--- config.mk ---
export PLATFORM = sky130hd
export DESIGN_NAME = sync_bus_slave
export DESIGN_NICKNAME = d
export VERILOG_FILES = /design/src/rtl/bus_slave_pkg.sv /design/src/rtl/slave_lat_map.sv /design/src/rtl/slave_regbank.sv /design/src/rtl/sync_bus_slave.sv
export SDC_FILE = /design/constraint.sdc
export NUM_CORES = 1
export LEC_CHECK = 0
export BUFFER_PORTS_ARGS = -buffer_cell sky130_fd_sc_hd__buf_4
export CORE_UTILIZATION = 66
export DETAILED_ROUTE_END_ITERATION = 7
export PLACE_DENSITY = 0.89
export SLEW_MARGIN = 15
export SYNTH_ARGS = -nofsm -noshare
export SYNTH_HDL_FRONTEND = slang
export SYNTH_HIERARCHICAL = 1
export SYNTH_SLANG_ARGS = --single-unit
--- constraint.sdc ---
create_clock -name clk -period 6.8 [get_ports clk]
set_clock_uncertainty 0.15 [all_clocks]
set_input_delay 1.02 -clock clk [delete_from_list [all_inputs] [get_ports clk]]
set_output_delay 1.02 -clock clk [all_outputs]
set_load 0.1 [all_outputs]
--- src/rtl/bus_slave_pkg.sv ---
package bus_slave_pkg;
    typedef enum logic [1:0] {
        ST_IDLE = 2'd0,
        ST_WAIT = 2'd1,
        ST_ACK  = 2'd2,
        ST_HOLD = 2'd3
    } bus_st_e;
endpackage

--- src/rtl/slave_lat_map.sv ---
module slave_lat_map #(
    parameter int ADDR_W   = 18,
    parameter int NUM_REGS = 16,
    parameter int FAST_LAT = 3,
    parameter int SLOW_LAT = 7,
    parameter int REG_AW   = 4,
    parameter int CNT_W    = 3
) (
    input  logic [ADDR_W-1:0] map_addr,
    output logic              hit,
    output logic [REG_AW-1:0] idx,
    output logic [CNT_W-1:0]  lat
);
    localparam logic [REG_AW:0]  NREG = NUM_REGS[REG_AW:0];
    localparam logic [REG_AW:0]  HALF = NREG >> 1;
    localparam logic [CNT_W-1:0] FL   = FAST_LAT[CNT_W-1:0];
    localparam logic [CNT_W-1:0] SL   = SLOW_LAT[CNT_W-1:0];

    always_comb begin
        idx = map_addr[REG_AW-1:0];
        hit = (map_addr[ADDR_W-1:REG_AW] == '0) && ({1'b0, idx} < NREG);
        if (hit && ({1'b0, idx} >= HALF)) begin
            lat = SL;
        end else begin
            lat = FL;
        end
    end
endmodule

--- src/rtl/slave_regbank.sv ---
module slave_regbank #(
    parameter int NUM_REGS = 16,
    parameter int DATA_W   = 8,
    parameter int REG_AW   = 4
) (
    input  logic              clk,
    input  logic              rst_n,
    input  logic              wr_en,
    input  logic [REG_AW-1:0] wr_idx,
    input  logic [DATA_W-1:0] wr_data,
    input  logic [REG_AW-1:0] rd_idx,
    output logic [DATA_W-1:0] rd_data
);
    logic [DATA_W-1:0] regs_q [NUM_REGS];
    logic [DATA_W-1:0] regs_d [NUM_REGS];

    for (genvar g = 0; g < NUM_REGS; g++) begin : g_reg
        always_comb begin
            regs_d[g] = regs_q[g];
            if (wr_en && (wr_idx == g[REG_AW-1:0])) begin
                regs_d[g] = wr_data;
            end
        end

        always_ff @(posedge clk or negedge rst_n) begin
            if (!rst_n) begin
                regs_q[g] <= '0;
            end else begin
                regs_q[g] <= regs_d[g];
            end
        end
    end

    always_comb begin
        rd_data = '0;
        for (int i = 0; i < NUM_REGS; i++) begin
            if (rd_idx == i[REG_AW-1:0]) begin
                rd_data = regs_q[i];
            end
        end
    end
endmodule

--- src/rtl/sync_bus_slave.sv ---
module sync_bus_slave
    import bus_slave_pkg::*;
#(
    parameter int ADDR_W   = 18,
    parameter int DATA_W   = 8,
    parameter int NUM_REGS = 16,
    parameter int FAST_LAT = 3,
    parameter int SLOW_LAT = 7
) (
    input  logic              clk,
    input  logic              rst_n,
    input  logic [ADDR_W-1:0] addr,
    input  logic [DATA_W-1:0] wdata,
    output logic [DATA_W-1:0] rdata,
    output logic              rdata_oe,
    input  logic              cs_n,
    input  logic              rw,
    input  logic              we_n,
    input  logic              dben_n,
    output logic              ta_n
);
    localparam int REG_AW = (NUM_REGS > 1) ? $clog2(NUM_REGS) : 1;
    localparam int CNT_W  = $clog2(SLOW_LAT + 1);

    typedef struct packed {
        bus_st_e           st;
        logic [ADDR_W-1:0] adr;
        logic              rd;
        logic [CNT_W-1:0]  cnt;
        logic              ta;
    } ctl_t;

    ctl_t ctl_d, ctl_q;

    logic [ADDR_W-1:0] map_addr;
    logic              hit;
    logic [REG_AW-1:0] idx;
    logic [CNT_W-1:0]  lat;
    logic              wr_en;
    logic [DATA_W-1:0] bank_rd;

    assign map_addr = (ctl_q.st == ST_IDLE) ? addr : ctl_q.adr;

    slave_lat_map #(
        .ADDR_W  (ADDR_W),
        .NUM_REGS(NUM_REGS),
        .FAST_LAT(FAST_LAT),
        .SLOW_LAT(SLOW_LAT),
        .REG_AW  (REG_AW),
        .CNT_W   (CNT_W)
    ) u_map (
        .map_addr(map_addr),
        .hit     (hit),
        .idx     (idx),
        .lat     (lat)
    );

    slave_regbank #(
        .NUM_REGS(NUM_REGS),
        .DATA_W  (DATA_W),
        .REG_AW  (REG_AW)
    ) u_bank (
        .clk    (clk),
        .rst_n  (rst_n),
        .wr_en  (wr_en),
        .wr_idx (idx),
        .wr_data(wdata),
        .rd_idx (idx),
        .rd_data(bank_rd)
    );

    always_comb begin
        ctl_d = ctl_q;
        wr_en = 1'b0;
        unique case (ctl_q.st)
            ST_IDLE: begin
                ctl_d.ta = 1'b1;
                if (!cs_n) begin
                    ctl_d.st  = ST_WAIT;
                    ctl_d.adr = addr;
                    ctl_d.rd  = rw;
                    ctl_d.cnt = lat;
                end
            end
            ST_WAIT: begin
                if (cs_n) begin
                    ctl_d.st = ST_IDLE;
                end else if (ctl_q.cnt != '0) begin
                    ctl_d.cnt = ctl_q.cnt - 1'b1;
                end else if (ctl_q.rd ? !dben_n : !we_n) begin
                    ctl_d.st = ST_ACK;
                    ctl_d.ta = 1'b0;
                    wr_en    = !ctl_q.rd && hit;
                end
            end
            ST_ACK: begin
                ctl_d.ta = 1'b1;
                ctl_d.st = cs_n ? ST_IDLE : ST_HOLD;
            end
            ST_HOLD: begin
                if (cs_n) begin
                    ctl_d.st = ST_IDLE;
                end
            end
            default: ctl_d.st = ST_IDLE;
        endcase
    end

    always_ff @(posedge clk or negedge rst_n) begin
        if (!rst_n) begin
            ctl_q     <= '0;
            ctl_q.st  <= ST_IDLE;
            ctl_q.ta  <= 1'b1;
        end else begin
            ctl_q <= ctl_d;
        end
    end

    assign ta_n     = ctl_q.ta;
    assign rdata    = hit ? bank_rd : '0;
    assign rdata_oe = (ctl_q.st != ST_IDLE) && ctl_q.rd && !dben_n;
endmodule

======== Word-level counts from Yosys, hierarchy flattened ========
Index checks and enable logic that the tools add are counted.
storage, ports and cells
  register bits ........................... 153
  bits in latches ......................... 0
  memory bits (writable) .................. 0
  ROM bits ................................ 0
  word-level logic and storage cells ...... 122
  memories ................................ 0
cells by class
  add/subtract/negate cells ............... 1
  multiply operators ...................... 0
  div/mod/pow operators ................... 0
  order comparisons ....................... 1
  equal/unequal tests ..................... 26
  shifts and indexed selects .............. 0
  muxes and demuxes ....................... 37
  bitwise gates (word level) .............. 1
  reduce and logical (&&, ||, !) cells .... 35
operators by type and width
  cell                                            number
  2-to-1 mux 8 bit                                17
  == test 4 bit (second input constant)           8
  2-to-1 mux 24 bit                               1
  logical AND 1 bit                               20
  2-to-1 mux 18 bit                               1
  == test 4 x 3 -> 1 bit (second input constant)  4
  logical NOT 14 bit                              1
  inequality test 2 bit (second input constant)   6
  AND reduction 4 bit                             3
  2-to-1 mux 2 bit                                5
  == test 4 x 2 -> 1 bit (second input constant)  2
  one-hot mux 2 bit (4 select lines)              1
  2-to-1 mux 1 bit                                7
  2-to-1 mux 3 bit                                2
  inequality test 3 bit (second input constant)   2
  one-hot mux 3 bit (2 select lines)              1
  nonzero test 2 bit                              3
  == test 2 bit (second input constant)           2
  == test 4 x 1 -> 1 bit (second input constant)  1
  >= comparator 4 bit (second input constant)     1
  logical NOT 4 bit                               1
  2-to-1 mux 4 bit                                1
  logical NOT 1 bit                               3
  nonzero test 3 bit                              1
  other kinds (7)                                 7

======== Longest topological paths before layout ========
  depth in word-level cells ............... 20
  depth in mapped cells ................... 14
  gate-level depth less buffers ........... 10

======== Hierarchy ========
Netlist, hierarchy kept.
modules (own cells, without submodules)
  module          instances  cells an instance  area an instance (um^2)
  slave_regbank   1          494                6286.0
  sync_bus_slave  1          115                1436.4
  slave_lat_map   1          14                 118.9

======== Worst setup path before layout ========
Ideal clock, no wire load.
  path type ............................... input -> output
  start ................................... input port addr[0]
  end ..................................... output port rdata[5]
  arrival ................................. 3.313 ns
  required time ........................... 5.630 ns
  path slack .............................. 2.317 ns
  stages on the path ...................... 10
  path buffers ............................ 4
  path through ............................ mux2_2 -> buf_4 -> buf_6 -> buf_12 -> buf_12 -> mux2i_1 -> a2111oi_2 -> o211ai_1 -> a22oi_1 -> and2_1
on the way
  cells in the longest elaborated chain, start to end .. 19
  elaborated cells between the ends (all ways) .. 34
  classes of those cells .................. 15 x eq/ne; 18 x mux; 1 x reduce/logical
RTL lines
  item                            RTL line               source
  start, declared                 sync_bus_slave.sv:12   input logic [ADDR_W-1:0] addr,
  2-to-1 mux 18 bit (*)           sync_bus_slave.sv:42   assign map_addr = (ctl_q.st == ST_IDLE) ? addr : ctl_q.adr;
  named net idx[0]                sync_bus_slave.sv:37   logic [REG_AW-1:0] idx;
  logical NOT 4 bit               slave_regbank.sv:37    if (rd_idx == i[REG_AW-1:0]) begin
  2-to-1 mux 8 bit (15 in a row)  slave_regbank.sv:37
  2-to-1 mux 8 bit (*)            slave_regbank.sv:37
  named net bank_rd[5]            sync_bus_slave.sv:40   logic [DATA_W-1:0] bank_rd;
  2-to-1 mux 8 bit (*)            sync_bus_slave.sv:120  assign rdata = hit ? bank_rd : '0;
  end, declared                   sync_bus_slave.sv:14   output logic [DATA_W-1:0] rdata,
Mark *: on every way through the listed nets, which the timed path passes. The rest lies on a longest branch.

======== Final worst setup path ========
  start ................................... register ctl_q[24] (netlist name)
  end ..................................... output port rdata[5]
on the way
  cells in the longest elaborated chain, start to end .. 20
  elaborated cells between the ends (all ways) .. 36
  classes of those cells .................. 15 x eq/ne; 18 x mux; 3 x reduce/logical
RTL lines
  item                            RTL line               source
  start, declared                 sync_bus_slave.sv:33   ctl_t ctl_d, ctl_q;
  start signal, assigned          sync_bus_slave.sv:115  ctl_q <= ctl_d;
  logical NOT 2 bit (*)           sync_bus_slave.sv:42
  2-to-1 mux 18 bit (*)           sync_bus_slave.sv:42
  named net map_addr[0]           sync_bus_slave.sv:35   logic [ADDR_W-1:0] map_addr;
  logical NOT 4 bit               slave_regbank.sv:37
  2-to-1 mux 8 bit (15 in a row)  slave_regbank.sv:37
  2-to-1 mux 8 bit (*)            slave_regbank.sv:37
  named net bank_rd[5]            sync_bus_slave.sv:40
  2-to-1 mux 8 bit (*)            sync_bus_slave.sv:120
Marks and branches as above.

==> flow_metrics.py <==
metrics = {
    "status": {
        "run_status": "complete, but fails checks",
        "violations": "design-rule violations",
    },
    "logic_synthesis": {
        "syn-mean-instance-area_um2": 12.6,
        "syn_area_um2": 7840,
        "netlist_instances": 623,
        "ys_ff_latch": 153,
        "ys_types": 62,
        "synthArstFlopShare_pct": 100,
        "synth-edff-count": 0,
        "synthFlopType": "dfrtp_1",
        "yosysSeqAreaShare_pct": 48.8,
        "synth_top_cell_by_area": "dfrtp_1",
        "synth_area_leaders": "dfrtp_1, mux2_2, mux2i_1",
        "yosysWarnings": 6,
        "synth_top_area_share_pct": 48.5,
    },
    "hold_path": {
        "min_path_type": "reg2reg",
        "hold_start": "u_bank/regs_q[73]$_DFFE_PN0P_",
    },
    "route": {
        "drtIter0Drc": 552,
        "ant_nets": 0,
        "wl_per_cell_um": 22.7,
        "wl_um": 18200,
        "first_pass_iters": 7,
        "vias": 5377,
        "vias_per_cell": 6.72,
        "drc": 6,
    },
    "die": {
        "die_w_um": 111,
        "start_util_pct": 68.1,
        "io_pins": 42,
        "dieArea_um2": 12300,
        "die_h_um": 111,
        "rows": 39,
        "core_area_um2": 11500,
    },
    "power": {
        "power_per_cell_area_nw_per_um2": 295,
        "cellLeakagePower_uw": 0.00415,
        "irDropWorstVdd_uv": 340,
        "total_power_uw": 2570,
    },
    "place": {
        "dp_slack_ps": 1660,
        "port_buffers": 41,
        "hpwlAfterDp_um": 11500,
        "place_congestion": 0.892,
        "placedCellCount": 768,
    },
    "cells_and_area": {
        "mostFrequentLayoutCell": "mux2_2",
        "final_nets": 678,
        "final_cell_mix": "mux2_2, dfrtp_1, buf_4",
        "stdcell_count": 800,
        "diodes": 0,
        "drive_gt1_share_pct": 39.6,
        "syn_to_final_growth_pct": 11.1,
    },
    "timing": {
        "fin_ws_ps": 1410,
        "finalHoldViolCount": 0,
        "setup_viol": 0,
        "fin_setup_tns_ps": 0,
        "slew_violations": 0,
        "max-slew-margin-rel_pct": 22.1,
        "finalCritPeriodShare_pct": 79.3,
        "finalCriticalPeriod_ps": 5390,
        "worstMarginPinSlew_ps": 1170,
        "fmax_mhz": 185,
        "rsz0062_at_grt": "false",
    },
    "clock_tree": {
        "cts_setup_buffers": 0,
        "htree_levels": 4,
        "clkSlewWorstSetupHoldPaths_ps": 60,
        "cts_tree": "yes",
        "insertion_delay_ps": 420,
        "postCtsResizedCells": 0,
        "cts_made_buffers": 17,
        "numClockSinks": 153,
        "cts_buffer_depth": 2,
        "cts-root-buf": "clkbuf_16",
        "ctsHoldBuffers": 0,
    },
    "global_routing": {
        "grt_pass1_wl_um": 29300,
        "grt_max_degree": 79,
        "antenna_found_initial": 0,
        "gr-usage-all-layers_pct": 31.6,
        "grt_pass1_vias": 5530,
        "overflow": 0,
    },
    "run": {
        "maxCapViolations": 0,
    },
    "setup_path": {
        "criticalPathCategory": "reg2out",
        "crit_chain": "nor2_4 > mux2_2 > buf_4 > inv_1 > a21oi_1 > a2111oi_2 > o211ai_1 > a22oi_1 > and2_1 > buf_4",
        "required_ps": 5630,
        "path_common_cell": "buf_4",
        "worst-endpoint-arrival_ps": 4220,
        "cpMaxStageDelayCell": "mux2_2",
        "cpPeakStageDelay_ps": 630,
        "crit_path_start": "ctl_q[24]$_DFFE_PN0P_",
        "startpoint_type": "register",
        "worstPathMaxFanout": 26,
        "r2r_start": "ctl_q[24]$_DFFE_PN0P_",
        "cp-end-kind": "primary output",
    },
}
[worst max-delay path: cells and delay by family (launching register included)]
kind	cells	cell delay, ps
DFF	1	510
AOI/OAI and AO/OA	4	1020
muxes	1	630
and+or+nand+nor	2	650
buffers and inverters	3	960
[cell usage after synthesis (11+ instances only)]
cell and n:
nand3_1 12, clkbuf_1 15, dfrtp_1 152, mux2_2 159, nor2_1 24, a21oi_1 25
buf_2 13, nand2_1 23, mux2i_1 25, o21ai_0 21, a31oi_1 11
[metal layers]
metal / wire (um) / track usage (%) / up-vias
li1: - / - / 2308
met1: 7190 / 41.3 / 2749
met2: 8920 / 49.6 / 270
met3: 1510 / 7.55 / 50
met4: 537 / 15.6 / 0
met5: 0 / 0 / -
[flip-flops by register name, summed over array words and instances (netlist names)]
register,cells
ctl_q,24
u_bank/regs_q,128
ta_n,1
[stage by stage]
step                instance area (um^2)  util, %  hold WS [ps]
floorplan                           7850        -           320
global placement                    8080     70.2           329
detailed placement                  8080     70.2           341
CTS                                 8710     75.6           355
global route                        8710     75.6           364
finish                              8710     75.6           356
[kinds of logic (layout without fill, tap and decap cells)]
logic type	count (synthesis)	count (layout)	synth area share, %
DFF	153	153	48.8
buffers and inverters	56	89	4.21
muxes	203	203	30.8
AOI/OAI and AO/OA	93	93	7.61
other	1	2	0.0478
adders and majority gates	2	2	0.319
and+or+nand+nor	115	115	8.20
[cell type report]
| type | instances | area [um^2] |
|---|---|---|
| Clock buffer | 21 | 460 |
| Timing Repair Buffer | 45 | 342 |
| Fill cell | 688 | 2810 |
| Tap cell | 143 | 179 |
| Multi-Input combinational cell | 415 | 3680 |
| Inverter | 12 | 45.0 |
| Sequential cell | 153 | 3830 |
| Clock inverter | 11 | 170 |
[path summary, 6_finish.rpt]
| check | endpoint | slack, ps | depth (start not counted) |
|---|---|---|---|
| setup / recovery | rdata[5] | 1410 | 10 |
| hold / removal | u_bank/regs_q[73]$_DFFE_PN0P_ | 360 | 1 |
| setup reg to reg | u_bank/regs_q[96]$_DFFE_PN0P_ | 1480 | 8 |
| hold reg to reg | u_bank/regs_q[73]$_DFFE_PN0P_ | 360 | 1 |
| max in group asynchronous | u_bank/regs_q[40]$_DFFE_PN0P_ | 4620 | 2 |
| min in group asynchronous | ctl_q[3]$_DFFE_PN0P_ | 460 | 1 |
[report_power, final]
| group | internal [uW] | switching, uW |
|---|---|---|
| sequential | 958 | 36.0 |
| combinational | 229 | 352 |
| clock | 633 | 363 |
(Power assumes the default switching activity.)
